==> src/rtl/err_inj_pkg.sv <==
package err_inj_pkg;
    typedef enum logic {
        PACE_IDLE = 1'b0,
        PACE_RUN  = 1'b1
    } pacer_state_t;
endpackage

==> src/rtl/err_pacer.sv <==
module err_pacer
    import err_inj_pkg::*;
#(
    parameter int PERIOD_W = 32
) (
    input  logic                rst_n,
    input  logic                clk,
    input  logic                en,
    input  logic [PERIOD_W-1:0] period,
    output logic                hit
);
    pacer_state_t        state_q, state_d;
    logic [PERIOD_W-1:0] cnt_q, cnt_d, cnt_eff;
    logic                active;

    // Injection is live only with enable set and a non-zero period.
    always_comb begin
        active  = en && (period != '0);
        cnt_eff = (state_q == PACE_RUN) ? cnt_q : period;
        hit     = active && (cnt_eff == PERIOD_W'(1));
    end

    always_comb begin
        state_d = state_q;
        unique case (state_q)
            PACE_IDLE: if (active)  state_d = PACE_RUN;   // IDLE_TO_RUN
            PACE_RUN:  if (!active) state_d = PACE_IDLE;  // RUN_TO_IDLE
            default:   state_d = PACE_IDLE;
        endcase
    end

    always_comb begin
        if (!active || hit) cnt_d = period;
        else                cnt_d = cnt_eff - PERIOD_W'(1);
    end

    always_ff @(posedge clk or negedge rst_n) begin
        if (!rst_n) begin
            state_q <= PACE_IDLE;
            cnt_q   <= '0;
        end else begin
            state_q <= state_d;
            cnt_q   <= cnt_d;
        end
    end
endmodule

==> src/rtl/err_mask_gen.sv <==
module err_mask_gen #(
    parameter int DATA_W = 64,
    parameter int BYTE_W = 8,
    parameter int KIND_W = 4
) (
    input  logic [KIND_W-1:0] kind,
    output logic [DATA_W-1:0] mask
);
    localparam int NBYTES = DATA_W / BYTE_W;

    logic [DATA_W-1:0] burst;
    logic              legal_burst;

    assign legal_burst = (kind != '0) && (int'(kind) <= NBYTES);

    for (genvar b = 0; b < NBYTES; b++) begin : g_byte
        assign burst[b*BYTE_W +: BYTE_W] =
            (legal_burst && (b < int'(kind))) ? {BYTE_W{1'b1}} : '0;
    end

    always_comb begin
        if (kind == '0) mask = DATA_W'(1);
        else            mask = burst;
    end
endmodule

==> src/rtl/err_injector.sv <==
module err_injector
    import err_inj_pkg::*;
#(
    parameter int DATA_W   = 64,
    parameter int BYTE_W   = 8,
    parameter int KIND_W   = 4,
    parameter int PERIOD_W = 32
) (
    input  logic                rst_n,
    input  logic                clk,
    input  logic                inj_en,
    input  logic [KIND_W-1:0]   err_kind,
    input  logic [PERIOD_W-1:0] err_period,
    input  logic [DATA_W-1:0]   din,
    output logic [DATA_W-1:0]   dout
);
    logic              hit;
    logic [DATA_W-1:0] mask;

    err_pacer #(.PERIOD_W(PERIOD_W)) u_pacer (
        .rst_n  (rst_n),
        .clk    (clk),
        .en     (inj_en),
        .period (err_period),
        .hit    (hit)
    );

    err_mask_gen #(.DATA_W(DATA_W), .BYTE_W(BYTE_W), .KIND_W(KIND_W)) u_mask (
        .kind (err_kind),
        .mask (mask)
    );

    always_ff @(posedge clk or negedge rst_n) begin
        if (!rst_n) dout <= '0;
        else        dout <= hit ? (din ^ mask) : din;
    end
endmodule

==> config.mk <==
export PLATFORM = sky130hd
export DESIGN_NAME = err_injector
export DESIGN_NICKNAME = d
export VERILOG_FILES = /design/src/rtl/err_inj_pkg.sv /design/src/rtl/err_pacer.sv /design/src/rtl/err_mask_gen.sv /design/src/rtl/err_injector.sv
export SDC_FILE = /design/constraint.sdc
export NUM_CORES = 1
export LEC_CHECK = 0
export BUFFER_PORTS_ARGS = -buffer_cell sky130_fd_sc_hd__clkbuf_2
export CAP_MARGIN = 5
export CORE_ASPECT_RATIO = 0.5
export CORE_MARGIN = 3
export CORE_UTILIZATION = 37
export DETAILED_ROUTE_END_ITERATION = 8
export PLACE_DENSITY = 0.71
export SYNTH_ARGS = -nofsm -noshare
export SYNTH_HDL_FRONTEND = slang
export SYNTH_SLANG_ARGS = --single-unit
export TNS_END_PERCENT = 10
==> constraint.sdc <==
create_clock -name clk -period 4.1 [get_ports clk]
set_input_delay 0.82 -clock clk [delete_from_list [all_inputs] [get_ports clk]]
set_output_delay 0.82 -clock clk [all_outputs]
set_load 0.01 [all_outputs]
==> load_flow_metrics.sql <==
INSERT INTO impl_metrics (metric_group, metric, value, unit) VALUES
('clocking', 'ctsLongestPathBuffers', '2', ''),
('placement', 'post-dp-hpwl', '10980', 'µm'),
('clocking', 'insertion_delay', '340', 'ps'),
('finish', 'final_layout_size_suffix_gt1_share', '30.97', '%'),
('timing', 'min_period_over_period', '84.31', '%'),
('yosys', 'asyncSetResetFlopFracSynth', '100.0', '%'),
('worst_setup_path', 'timing.critical_path.fanout_max', '37', ''),
('worst_setup_path', 'crit_start', 'u_pacer.state_q$_DFF_PN0_', ''),
('worst_setup_path', 'cp.required', '4360', 'ps'),
('timing', 'setup_viol', '0', ''),
('routing', 'dr.first_iter.drc_count', '365', ''),
('floorplanning', 'core_region_area', '13850', 'µm²'),
('yosys', 'synth_seq_cells', '97', ''),
('clocking', 'postCtsHoldBufs', '0', ''),
('grt', 'use_met1', '23.35', '%'),
('timing', 'post-route-min-period', '3457', 'ps'),
('timing', 'timing.max_slew.rel_slack', '45.22', '%'),
('floorplanning', 'die-height', '91.17', 'µm'),
('job', 'cap_violations', '0', ''),
('outcome', 'outcome', 'finished, final reports clean', ''),
('power', 'irDropWorstVdd', '192.9', 'µV'),
('clocking', 'postCtsSetupBuffers', '0', ''),
('clocking', 'tritoncts_clock_tree', 'built', ''),
('grt', 'grt_antenna_before_repair', '0', ''),
('floorplanning', 'placement_rows', '30', ''),
('finish', 'finalNetCount', '804', ''),
('floorplanning', 'fp.dieW', '176.3', 'µm'),
('clocking', 'htree_levels', '3', ''),
('timing', 'finalHoldViolations', '0', ''),
('clocking', 'cts_made_buffers', '9', ''),
('grt', 'grt_start_max_net_pins', '44', ''),
('grt', 'first_global_vias', '4696', ''),
('grt', 'grt_first_pass_wirelength', '23710', 'µm'),
('worst_setup_path', 'crit_path_end_kind', 'flop', ''),
('finish', 'n_antenna_cell', '0', ''),
('worst_setup_path', 'cp-start-kind', 'flop', ''),
('floorplanning', 'die_area', '16080', 'µm²'),
('routing', 'detail_route.first_pass.iterations', '5', ''),
('yosys', 'synthesis.area_per_instance', '10.05', 'µm²'),
('yosys', 'syn-num-nets', '639', ''),
('clocking', 'clock-sinks', '97', ''),
('power', 'pwr_density_cell', '343.4', 'nW/µm²'),
('timing', 'max_freq', '289.3', 'MHz'),
('routing', 'remaining_drc_errors', '0', ''),
('worst_setup_path', 'critical_path_at', '3720', 'ps'),
('grt', 'global_route.usage.met2', '29.43', '%'),
('yosys', 'postSynthCellCount', '534', ''),
('yosys', 'cell_area_synth', '5368', 'µm²'),
('grt', 'grt_usage', '18.11', '%'),
('placement', 'io_buffers', '166', ''),
('floorplanning', 'initial_core_util', '38.75', '%'),
('yosys', 'synth_enable_flop_cells', '0', ''),
('hold_path', 'hp-class', 'in2async', ''),
('routing', 'viasPerCell', '5.340', ''),
('timing', 'worst_slew_pin_slew', '816.3', 'ps'),
('routing', 'routed-via-count', '4785', ''),
('worst_setup_path', 'worstReg2RegStart', 'u_pacer.state_q$_DFF_PN0_', ''),
('yosys', 'post_synth_num_cell_types', '70', ''),
('routing', 'drt_wl_total', '14530', 'µm'),
('placement', 'globalplace.congestion', '0.8689', ''),
('routing', 'wire_per_inst', '16.22', 'µm'),
('grt', 'grt.overflow.total', '0', ''),
('timing', 'setup_tns', '0', 'ps'),
('timing', 'rsz0062_at_grt', 'false', ''),
('clocking', 'cts-resized-gates', '0', ''),
('grt', 'met3_usage', '6.558', '%'),
('clocking', 'cts-root-buf', 'sky130_fd_sc_hd__clkbuf_16', ''),
('power', 'leakage', '3.055', 'nW'),
('timing', 'timing.hold.ws', '378.7', 'ps'),
('finish', 'syn2layout_area_growth', '25.94', '%'),
('grt', 'busiest_layer', 'met2', ''),
('timing', 'report.final.slew_viol_count', '0', ''),
('worst_setup_path', 'timing.setup.critical_path_class', 'reg2reg', ''),
('yosys', 'ys_warn_count', '0', ''),
('timing', 'finClkSkew', '12.44', 'ps'),
('worst_setup_path', 'regToRegSetupSlack', '640', 'ps'),
('routing', 'ant_nets', '0', ''),
('yosys', 'seq_area_frac_synth', '45.22', '%'),
('yosys', 'dominantRegCellSynth', 'sky130_fd_sc_hd__dfrtp_1', ''),
('floorplanning', 'top_level_ports', '167', ''),
('clocking', 'clock_slew_at_the_register_clock_pins_of_the_worst_setup_and_hold_paths', '70', 'ps');
[logic make-up after synthesis]
kind of cell / synth area share [%]
AND/OR/NAND/NOR: 18.18
AO/OA/AOI/OAI: 18.44
flip-flops: 45.22
XOR/XNOR: 13.87
buffers and inverters: 2.867
multiplexers: 0.9557
adder cells (fa/ha/maj): 0.4661
[final cells by class]
class                   instances  area, µm²
clock buffers                  10      239.0
flip-flops and latches         97       2429
multi-input cells             400       2786
well taps                     192      240.2
clock inverters                 6      78.83
repair buffers                182      953.4
fillers                      1282       7091
inverters                       9      33.78
[sequential cells by signal (all words and copies together), names as in the netlist]
signal and cells:
u_pacer.cnt_q 32, dout 64, u_pacer.state_q 1
[critical path: stages (launching register included)]
cell and delay [ps]:
sky130_fd_sc_hd__dfrtp_2 750, sky130_fd_sc_hd__buf_4 440, sky130_fd_sc_hd__nor3b_1 300, sky130_fd_sc_hd__o22ai_1 260
sky130_fd_sc_hd__or4_1 730, sky130_fd_sc_hd__or4_1 510, sky130_fd_sc_hd__a31oi_1 180, sky130_fd_sc_hd__a2bb2oi_1 180
[final timing paths]
path | endpoint | depth (start not counted)
worst max-delay path | u_pacer.cnt_q[30]$_DFF_PN0_ | 7
worst min-delay path | u_pacer.cnt_q[13]$_DFF_PN0_ | 1
worst max register to register | u_pacer.cnt_q[30]$_DFF_PN0_ | 7
worst min register to register | u_pacer.cnt_q[23]$_DFF_PN0_ | 2
max in group asynchronous | dout[19]$_DFF_PN0_ | 2
min in group clk | u_pacer.cnt_q[23]$_DFF_PN0_ | 2
[synthesized netlist by cell type, drive strengths merged (3+ instances only)]
cell	count	area share, %
mux2i	4	0.75
xnor2	21	3.4
a211oi	3	0.42
nand2b	4	0.47
o2bb2ai	6	0.98
xor2	64	10
nand3	9	0.84
buf	14	1.3
clkbuf	14	0.98
nor3b	8	1.1
nor2b	7	0.82
a21oi	25	3.0
a22oi	13	1.8
nor4	17	2.0
nor3	18	1.7
o211a	3	0.56
a22o	3	0.49
nand4	5	0.86
o21ai	40	3.7
or3b	3	0.49
and3	5	0.58
o211ai	4	0.56
or3	5	0.58
nor2	38	3.1
or4b	3	0.63
a31oi	6	0.70
nand2	21	1.5
inv	8	0.56
nor4b	3	0.49
a21o	3	0.42
o22a	5	0.82
or4	12	1.7
o22ai	5	0.58
or2	3	0.35
dfrtp	97	45
[report_power, final]
group / switching [mW] / internal, mW
Clock: 0.400 / 0.506
Combinational: 0.197 / 0.154
Sequential: 0.0469 / 1.02
Total: 0.644 / 1.68
[stage by stage]
step           setup slack [ps]  utilization, %  instance area (µm²)  total power [mW]  instances
2_1_floorplan             55.98               -                 5371             1.259        534
3_3_place_gp              787.7           46.51                 6442             1.424        880
3_5_place_dp              722.9           46.51                 6442             1.434        880
4_1_cts                   736.1           48.81                 6760             2.342        896
5_1_grt                   395.2           48.81                 6760             2.425        896
6_report                  643.3           48.81                 6760             2.321        896
[layer usage]
layer  vias to the layer above  wire, µm
met4                         0       144
li1                       2286         -
met1                      2299      6017
met3                        12      1386
met2                       188      6980
met5                         -         0
[placed cells by master, fill, tap and decap left out, types with 9 or more instances in the layout]
master                      count
sky130_fd_sc_hd__a21oi_1       21
sky130_fd_sc_hd__a22oi_1       13
sky130_fd_sc_hd__buf_4         17
sky130_fd_sc_hd__clkbuf_16      9
sky130_fd_sc_hd__clkbuf_2     165
sky130_fd_sc_hd__dfrtp_1       96
sky130_fd_sc_hd__nand2_1       21
sky130_fd_sc_hd__nand3_1        9
sky130_fd_sc_hd__nor2_1        35
sky130_fd_sc_hd__nor3_1        18
sky130_fd_sc_hd__nor4_1        17
sky130_fd_sc_hd__o21ai_0       16
sky130_fd_sc_hd__o21ai_1       24
sky130_fd_sc_hd__or4_1         11
sky130_fd_sc_hd__xnor2_1       21
sky130_fd_sc_hd__xor2_1        64
(Power assumes the default switching activity.)
